[src/rtl/dcx_pkg.sv]
package dcx_pkg;

   // descriptor geometry: word order is decoded by the fetch unit and sequencer
   localparam int DESC_LEN     = 7;
   localparam int W_LINK       = 0;
   localparam int W_CTRL       = 1;
   localparam int W_COUNT      = 2;
   localparam int W_DSPA       = 3;
   localparam int W_OFFS       = 4;
   localparam int W_BASE       = 5;
   localparam int W_SIZE       = 6;
   localparam int LINK_END_BIT = 14;
   localparam int STAT_END_BIT = 7;

   // register window offsets
   localparam logic [1:0] RA_LINK  = 2'd0;
   localparam logic [1:0] RA_GO    = 2'd1;
   localparam logic [1:0] RA_STAT  = 2'd2;
   localparam logic [1:0] RA_SPARE = 2'd3;

   typedef enum logic [1:0] {
      SQ_IDLE,
      SQ_FETCH,
      SQ_MOVE,
      SQ_NEXT
   } seq_t;

   typedef enum logic [1:0] {
      MV_IDLE,
      MV_READ,
      MV_WRITE
   } mv_t;

endpackage

[src/rtl/dcx_regwin.sv]
module dcx_regwin
   import dcx_pkg::*;
#(
   parameter int DW = 24,
   parameter int AW = 12
)(
   input  logic          clk,
   input  logic          rst_n,
   input  logic          reg_wr,
   input  logic [1:0]    reg_addr,
   input  logic [DW-1:0] reg_wdata,
   output logic [DW-1:0] reg_rdata,
   input  logic          busy,
   input  logic          link_load,
   input  logic [AW-1:0] link_next,
   input  logic          end_set,
   output logic [AW-1:0] link_ptr,
   output logic          go_req,
   output logic          irq
);

   logic wr_link, wr_go, wr_stat, stat_clear;
   logic unused_wdata;

   assign wr_link    = reg_wr && (reg_addr == RA_LINK);
   assign wr_go      = reg_wr && (reg_addr == RA_GO);
   assign wr_stat    = reg_wr && (reg_addr == RA_STAT);
   assign stat_clear = wr_stat && reg_wdata[STAT_END_BIT];
   assign go_req     = wr_go && reg_wdata[0] && !busy;
   assign unused_wdata = ^reg_wdata;

   always_comb begin
      reg_rdata = '0;
      case (reg_addr)
         RA_LINK:  reg_rdata = DW'(link_ptr);
         RA_GO:    reg_rdata = DW'(busy);
         RA_STAT:  reg_rdata[STAT_END_BIT] = irq;
         default:  reg_rdata = '0;
      endcase
   end

   always_ff @(posedge clk) begin
      if (!rst_n) begin
         link_ptr <= '0;
         irq      <= 1'b0;
      end else begin
         if (link_load)
            link_ptr <= link_next;
         else if (wr_link && !busy)
            link_ptr <= reg_wdata[AW-1:0];

         if (end_set)
            irq <= 1'b1;
         else if (stat_clear)
            irq <= 1'b0;
      end
   end

   // status is sticky unless explicitly cleared
   p_irq_sticky_r9: assert property (@(posedge clk) disable iff (!rst_n)
      (irq && !stat_clear) |=> irq);

   // software cannot move the pointer during a run
   p_link_locked_r10: assert property (@(posedge clk) disable iff (!rst_n)
      (busy && !link_load) |=> $stable(link_ptr));

endmodule

[src/rtl/dcx_desc_fetch.sv]
module dcx_desc_fetch
   import dcx_pkg::*;
#(
   parameter int DW         = 24,
   parameter int AW         = 12,
   parameter bit PIPE_FETCH = 1'b1
)(
   input  logic                         clk,
   input  logic                         rst_n,
   input  logic                         launch,
   input  logic [AW-1:0]                start_addr,
   output logic                         dm_rd_en,
   output logic [AW-1:0]                dm_addr,
   input  logic [DW-1:0]                dm_rdata,
   output logic [DESC_LEN-1:0][DW-1:0]  words,
   output logic                         done
);

   localparam int              CNTW = $clog2(DESC_LEN + 1);
   localparam logic [CNTW-1:0] FULL = CNTW'(DESC_LEN);
   localparam logic [CNTW-1:0] LAST = CNTW'(DESC_LEN - 1);

   logic            active, pend, issue_ok;
   logic [CNTW-1:0] iss, cap;
   logic [AW-1:0]   base_q;

   generate
      if (PIPE_FETCH) begin : g_pipe
         assign issue_ok = 1'b1;
      end else begin : g_serial
         assign issue_ok = !pend;
      end
   endgenerate

   assign dm_rd_en = active && (iss != FULL) && issue_ok;
   assign dm_addr  = base_q + AW'(iss);

   always_ff @(posedge clk) begin
      if (!rst_n) begin
         active <= 1'b0;
         pend   <= 1'b0;
         iss    <= '0;
         cap    <= '0;
         base_q <= '0;
         done   <= 1'b0;
         words  <= '0;
      end else begin
         done <= 1'b0;
         if (launch) begin
            active <= 1'b1;
            pend   <= 1'b0;
            iss    <= '0;
            cap    <= '0;
            base_q <= start_addr;
         end else if (active) begin
            pend <= dm_rd_en;
            if (dm_rd_en)
               iss <= iss + 1'b1;
            if (pend) begin
               words[cap] <= dm_rdata;
               cap        <= cap + 1'b1;
               if (cap == LAST) begin
                  active <= 1'b0;
                  done   <= 1'b1;
               end
            end
         end
      end
   end

   // a finished fetch has issued and captured exactly one descriptor
   p_fetch_len_r1: assert property (@(posedge clk) disable iff (!rst_n)
      done |-> (iss == FULL && cap == FULL && !dm_rd_en));

endmodule

[src/rtl/dcx_mover.sv]
module dcx_mover
   import dcx_pkg::*;
#(
   parameter int DW  = 24,
   parameter int DAW = 12
)(
   input  logic           clk,
   input  logic           rst_n,
   input  logic           go,
   input  logic           dir,
   input  logic [DW-1:0]  count,
   input  logic [DAW-1:0] dsp_start,
   output logic           dsp_rd_en,
   output logic           dsp_wr_en,
   output logic [DAW-1:0] dsp_addr,
   output logic [DW-1:0]  dsp_wdata,
   input  logic [DW-1:0]  dsp_rdata,
   output logic           buf_rd_en,
   output logic           buf_wr_en,
   output logic [DW-1:0]  buf_index,
   output logic [DW-1:0]  buf_wdata,
   input  logic [DW-1:0]  buf_rdata,
   output logic           done
);

   mv_t            st;
   logic [DW-1:0]  idx, last;
   logic           dir_q;
   logic [DAW-1:0] start_q;
   logic           rd_ph, wr_ph;

   assign rd_ph     = (st == MV_READ);
   assign wr_ph     = (st == MV_WRITE);
   assign dsp_rd_en = rd_ph && !dir_q;
   assign buf_rd_en = rd_ph &&  dir_q;
   assign dsp_wr_en = wr_ph &&  dir_q;
   assign buf_wr_en = wr_ph && !dir_q;
   assign dsp_addr  = start_q + idx[DAW-1:0];
   assign buf_index = idx;
   assign dsp_wdata = buf_rdata;
   assign buf_wdata = dsp_rdata;

   always_ff @(posedge clk) begin
      if (!rst_n) begin
         st      <= MV_IDLE;
         idx     <= '0;
         last    <= '0;
         dir_q   <= 1'b0;
         start_q <= '0;
         done    <= 1'b0;
      end else begin
         done <= 1'b0;
         case (st)
            MV_IDLE: begin
               if (go) begin
                  st      <= MV_READ;
                  idx     <= '0;
                  last    <= count - 1'b1;
                  dir_q   <= dir;
                  start_q <= dsp_start;
               end
            end
            MV_READ:  st <= MV_WRITE;
            MV_WRITE: begin
               if (idx == last) begin
                  st   <= MV_IDLE;
                  done <= 1'b1;
               end else begin
                  idx <= idx + 1'b1;
                  st  <= MV_READ;
               end
            end
            default: st <= MV_IDLE;
         endcase
      end
   end

   // one data strobe per cycle at most
   p_one_strobe_r4: assert property (@(posedge clk) disable iff (!rst_n)
      $onehot0({dsp_rd_en, dsp_wr_en, buf_rd_en, buf_wr_en}));

   // every read cycle is followed by a write cycle
   p_rd_then_wr_r4: assert property (@(posedge clk) disable iff (!rst_n)
      (dsp_rd_en || buf_rd_en) |=> (dsp_wr_en || buf_wr_en));

   // direction steering
   p_dir_fwd_r5: assert property (@(posedge clk) disable iff (!rst_n)
      dsp_rd_en |=> buf_wr_en);
   p_dir_rev_r5: assert property (@(posedge clk) disable iff (!rst_n)
      buf_rd_en |=> dsp_wr_en);

endmodule

[src/rtl/dsp_chain_dma.sv]
module dsp_chain_dma
   import dcx_pkg::*;
#(
   parameter int DW         = 24,
   parameter int AW         = 12,
   parameter int DAW        = 12,
   parameter bit PIPE_FETCH = 1'b1
)(
   input  logic           clk,
   input  logic           rst_n,
   input  logic           reg_wr,
   input  logic [1:0]     reg_addr,
   input  logic [DW-1:0]  reg_wdata,
   output logic [DW-1:0]  reg_rdata,
   output logic           dm_rd_en,
   output logic [AW-1:0]  dm_addr,
   input  logic [DW-1:0]  dm_rdata,
   output logic           dsp_rd_en,
   output logic           dsp_wr_en,
   output logic [DAW-1:0] dsp_addr,
   output logic [DW-1:0]  dsp_wdata,
   input  logic [DW-1:0]  dsp_rdata,
   output logic           buf_rd_en,
   output logic           buf_wr_en,
   output logic [DW-1:0]  buf_index,
   output logic [DW-1:0]  buf_wdata,
   input  logic [DW-1:0]  buf_rdata,
   output logic [DW-1:0]  ag_offset,
   output logic [DW-1:0]  ag_base,
   output logic [DW-1:0]  ag_size,
   output logic           busy,
   output logic           irq
);

   // elaboration-time parameter checks
   generate
      if (AW > LINK_END_BIT) begin : g_bad_aw
         $error("AW must leave the end-of-chain bit outside the link address");
      end
      if (DW <= LINK_END_BIT) begin : g_bad_dw
         $error("DW must be wide enough to hold the end-of-chain bit");
      end
      if (DAW > DW) begin : g_bad_daw
         $error("DAW must not exceed DW");
      end
   endgenerate

   seq_t                        st;
   logic                        go_req, launch, fetch_done, mv_go, mv_done;
   logic                        link_load, end_set, at_end, zero_cnt;
   logic [AW-1:0]               link_ptr, next_link, launch_addr;
   logic [DESC_LEN-1:0][DW-1:0] words;
   logic                        unused_desc;

   assign next_link   = words[W_LINK][AW-1:0];
   assign at_end      = words[W_LINK][LINK_END_BIT];
   assign zero_cnt    = (words[W_COUNT] == '0);
   assign ag_offset   = words[W_OFFS];
   assign ag_base     = words[W_BASE];
   assign ag_size     = words[W_SIZE];
   assign busy        = (st != SQ_IDLE);
   assign unused_desc = ^{words[W_LINK], words[W_CTRL], words[W_DSPA]};

   always_comb begin
      launch      = 1'b0;
      mv_go       = 1'b0;
      link_load   = 1'b0;
      end_set     = 1'b0;
      launch_addr = link_ptr;
      case (st)
         SQ_IDLE:  launch = go_req;
         SQ_FETCH: mv_go  = fetch_done && !zero_cnt;
         SQ_NEXT: begin
            link_load   = 1'b1;
            end_set     = at_end;
            launch      = !at_end;
            launch_addr = next_link;
         end
         default: ;
      endcase
   end

   always_ff @(posedge clk) begin
      if (!rst_n) begin
         st <= SQ_IDLE;
      end else begin
         case (st)
            SQ_IDLE:  if (go_req) st <= SQ_FETCH;
            SQ_FETCH: if (fetch_done) st <= zero_cnt ? SQ_NEXT : SQ_MOVE;
            SQ_MOVE:  if (mv_done) st <= SQ_NEXT;
            SQ_NEXT:  st <= at_end ? SQ_IDLE : SQ_FETCH;
            default:  st <= SQ_IDLE;
         endcase
      end
   end

   dcx_regwin #(.DW(DW), .AW(AW)) u_regwin (
      .clk       (clk),
      .rst_n     (rst_n),
      .reg_wr    (reg_wr),
      .reg_addr  (reg_addr),
      .reg_wdata (reg_wdata),
      .reg_rdata (reg_rdata),
      .busy      (busy),
      .link_load (link_load),
      .link_next (next_link),
      .end_set   (end_set),
      .link_ptr  (link_ptr),
      .go_req    (go_req),
      .irq       (irq)
   );

   dcx_desc_fetch #(.DW(DW), .AW(AW), .PIPE_FETCH(PIPE_FETCH)) u_fetch (
      .clk        (clk),
      .rst_n      (rst_n),
      .launch     (launch),
      .start_addr (launch_addr),
      .dm_rd_en   (dm_rd_en),
      .dm_addr    (dm_addr),
      .dm_rdata   (dm_rdata),
      .words      (words),
      .done       (fetch_done)
   );

   dcx_mover #(.DW(DW), .DAW(DAW)) u_mover (
      .clk       (clk),
      .rst_n     (rst_n),
      .go        (mv_go),
      .dir       (words[W_CTRL][0]),
      .count     (words[W_COUNT]),
      .dsp_start (words[W_DSPA][DAW-1:0]),
      .dsp_rd_en (dsp_rd_en),
      .dsp_wr_en (dsp_wr_en),
      .dsp_addr  (dsp_addr),
      .dsp_wdata (dsp_wdata),
      .dsp_rdata (dsp_rdata),
      .buf_rd_en (buf_rd_en),
      .buf_wr_en (buf_wr_en),
      .buf_index (buf_index),
      .buf_wdata (buf_wdata),
      .buf_rdata (buf_rdata),
      .done      (mv_done)
   );

   // busy holds until the end-of-chain decision
   p_busy_hold_r3: assert property (@(posedge clk) disable iff (!rst_n)
      (busy && !(st == SQ_NEXT && at_end)) |=> busy);

   // end of chain drops busy and raises status on one edge
   p_end_irq_r8: assert property (@(posedge clk) disable iff (!rst_n)
      (st == SQ_NEXT && at_end) |=> (irq && !busy && !dm_rd_en));

   // a zero count goes straight to the link decision
   p_zero_skip_r6: assert property (@(posedge clk) disable iff (!rst_n)
      (st == SQ_FETCH && fetch_done && zero_cnt) |=> (st == SQ_NEXT && !dsp_rd_en && !buf_rd_en));

endmodule

[config.mk]
export PLATFORM = sky130hd
export DESIGN_NAME = dsp_chain_dma
export DESIGN_NICKNAME = d
export VERILOG_FILES = /design/src/rtl/dcx_pkg.sv /design/src/rtl/dcx_regwin.sv /design/src/rtl/dcx_desc_fetch.sv /design/src/rtl/dcx_mover.sv /design/src/rtl/dsp_chain_dma.sv
export SDC_FILE = /design/constraint.sdc
export NUM_CORES = 1
export LEC_CHECK = 0
export ABC_AREA = 1
export BUFFER_PORTS_ARGS = -buffer_cell sky130_fd_sc_hd__buf_2
export CORE_MARGIN = 10
export CORE_UTILIZATION = 56
export DETAILED_ROUTE_END_ITERATION = 7
export PLACE_DENSITY = 0.82
export SLEW_MARGIN = 0
export SYNTH_ARGS = -nofsm -noshare
export SYNTH_HDL_FRONTEND = slang
export SYNTH_HIERARCHICAL = 1
export SYNTH_SLANG_ARGS = --single-unit
[constraint.sdc]
create_clock -name clk -period 2.8 [get_ports clk]
set_input_delay 0.7 -clock clk [delete_from_list [all_inputs] [get_ports clk]]
set_output_delay 0.7 -clock clk [all_outputs]
set_load 0.05 [all_outputs]
==> results.toml <==
[status]
violations = "negative setup slack"
status = "finished, violations left"

[pwr]
powerDensity_nw_per_um2 = 549.7
peakVddDrop_mv = 0.4626
power_leakage_nw = 6.626
finalPower_mw = 7.668

[timing]
fin_hold_ws_ps = 422.5
rsz0062_at_grt = "true"
period_share_pct = 107.1
layout_setup_ws_ps = -197.5
timing.fmax_mhz = 333.6
final.min_clock_period_ps = 2998
setup_viol = 5
drv_slew = 0
final-hold-violation-count = 0
fin_skew_ps = 27.85
worst_slew_pin_slew_ps = 926.6
max_slew_margin_pct = 38.16

[synthesis]
syn_area_per_cell_um2 = 6.594
mappedNetlistArea_um2 = 11930
yosys_warnings = 6
syn_inst = 1809

[place]
gp_congestion = 0.9249
pre_cts_ws_ps = -135.9
io_buffers = 179
place_area_um2 = 12590
hpwlAfterDp_um = 22840

[worst_setup_path]
critPathKind = "flop to output port"
rrSetupSlack_ps = 260
rr_worst_depth = 13
critPathLaunchType = "flop"
worstPathArrival_ps = 2300
cpLargestDelayFamily = "adder cells"
cp_slowest_cell = "fa_2"
worst_ep_required_time_ps = 2100
cp.depth = 10
path_max_fanout = 2
critical_path_buf_inv_count = 2
path_cells = "ha_4 > fa_2 > nand3_4 > nand2_4 > a21oi_4 > inv_2 > nand3_2 > o21ai_2 > xor2_2 > buf_6"
max_stage_delay_ps = 400
rr_endpoint = "u_fetch/words[128]"
end_kind = "output port"
regToRegStartpoint = "st[0]"

[routing]
drtPass1Iterations = 5
wl_per_cell_um = 14.63
antenna_left = 0
drc = 0
via_per_inst = 5.175
drt-total-wl_um = 32490
drt_iter0_markers = 882
num_vias = 11490

[clocking]
h-tree-depth = 1
cts_tree = "done"
clockBufferDepth = 3
clkSinkCount = 222
path_clk_slew_ps = 60
cts_buffers = 24
clk_latency_ps = 540
root_buffer = "clkbuf_16"

[die]
dieArea_um2 = 27540
io_pins = 300
dieWidth_um = 166.0
core_um2 = 21020
die_y_um = 166.0
start_util_pct = 56.75
rows = 53

[hold_path]
worstHoldEndpoint = "u_fetch/words[162]"
whs_path_depth = 3
hold_class = "input pin to flop"
min_from = "dm_rdata[18]"

[grt]
grt_pass1_vias = 10780
grt_pass1_wl_um = 51770
antenna_found_initial = 0
grt_overflow = 0
grt_max_degree = 82
track_usage_pct = 21.71

[finish]
num_antenna_cells = 0
num-nets-final = 2057
area_growth_pct = 16.94
drive_above_1_share_pct = 18.76
fin_area_um2 = 13950

[flow_run]
maxCapViolCount = 0
==> worst max path at each step <==
stage	start	endpoint	slack [ps]
finish	u_mover/start_q[0]	dsp_addr[10]	-200
global route	u_mover/start_q[0]	dsp_addr[10]	-280
global placement	reg_addr[0]	u_fetch/words[135]	-60
floorplan	u_mover/buf_index[7]	dsp_addr[10]	-80
detailed placement	reg_addr[0]	u_fetch/words[128]	-140
CTS	u_mover/start_q[0]	dsp_addr[10]	-200
==> state kept, by name, summed over array words and instances, names as in the netlist <==
register and cells:
st 2, u_fetch/active 1, u_fetch/base_q 12, u_fetch/cap 3, u_fetch/done 1, u_fetch/iss 3, u_fetch/pend 1, u_fetch/words 122
u_mover/buf_index 24, u_mover/dir_q 1, u_mover/done 1, u_mover/last 24, u_mover/st 2, u_mover/start_q 12, u_regwin/irq 1, u_regwin/link_ptr 12
==> per-layer routing <==
metal / GRT usage (%) / up-vias / wire [µm]
li1: - / 5737 / -
met1: 26.12 / 5257 / 13210
met2: 36.21 / 434 / 15160
met3: 7.052 / 65 / 3277
met4: 6.240 / 0 / 848
met5: 0 / - / 0
==> what timing repair did <==
item                       in CTS  in global routing
setup buffers                   9                  2
hold buffers                    0                  0
pin swaps                      17                  8
setup endpoints to repair      13                 79
gates cloned                    0                  2
gates resized for setup        64                 33
==> tightest hold or removal path: cells and delay by family <==
kind                   cells  cell delay [ps]
and+or+nand+nor            1               70
buffers and inverters      1               90
AOI/OAI and AO/OA          1               70
==> per-stage QoR <==
step	cells	util (%)	setup TNS, ps
5_1_grt	2221	66.36	-1196
2_1_floorplan	1820	-	-90.51
4_1_cts	2217	65.61	-462.0
6_report	2221	66.36	-657.9
3_5_place_dp	2165	59.88	-3458
3_3_place_gp	2165	59.88	-1723
==> cell type report <==
class | instances | area (µm²)
Fill cell | 1820 | 7072
Clock buffer | 35 | 711.9
Clock inverter | 8 | 165.2
Sequential cell | 222 | 4473
Multi-Input combinational cell | 1298 | 6310
Tap cell | 275 | 344.1
Inverter | 161 | 604.3
Timing Repair Buffer | 222 | 1341
==> where the power goes <==
part	total, mW	internal (mW)	switching [mW]
registers	3.31	3.23	0.0727
logic	0.925	0.275	0.650
clock network	3.44	2.14	1.30
total	7.67	5.64	2.02
==> layout by cell type, fill, tap and decap left out, types with 17 or more instances in the layout <==
cell	instances
buf_2	161
a21oi_1	55
nand2_1	478
dfxtp_1	209
inv_1	149
xor2_1	27
nor3_1	17
clkbuf_16	24
o21ai_0	77
nand3_1	68
buf_4	44
nor2_1	418
Note: power is estimated with default switching activity, not from simulation.
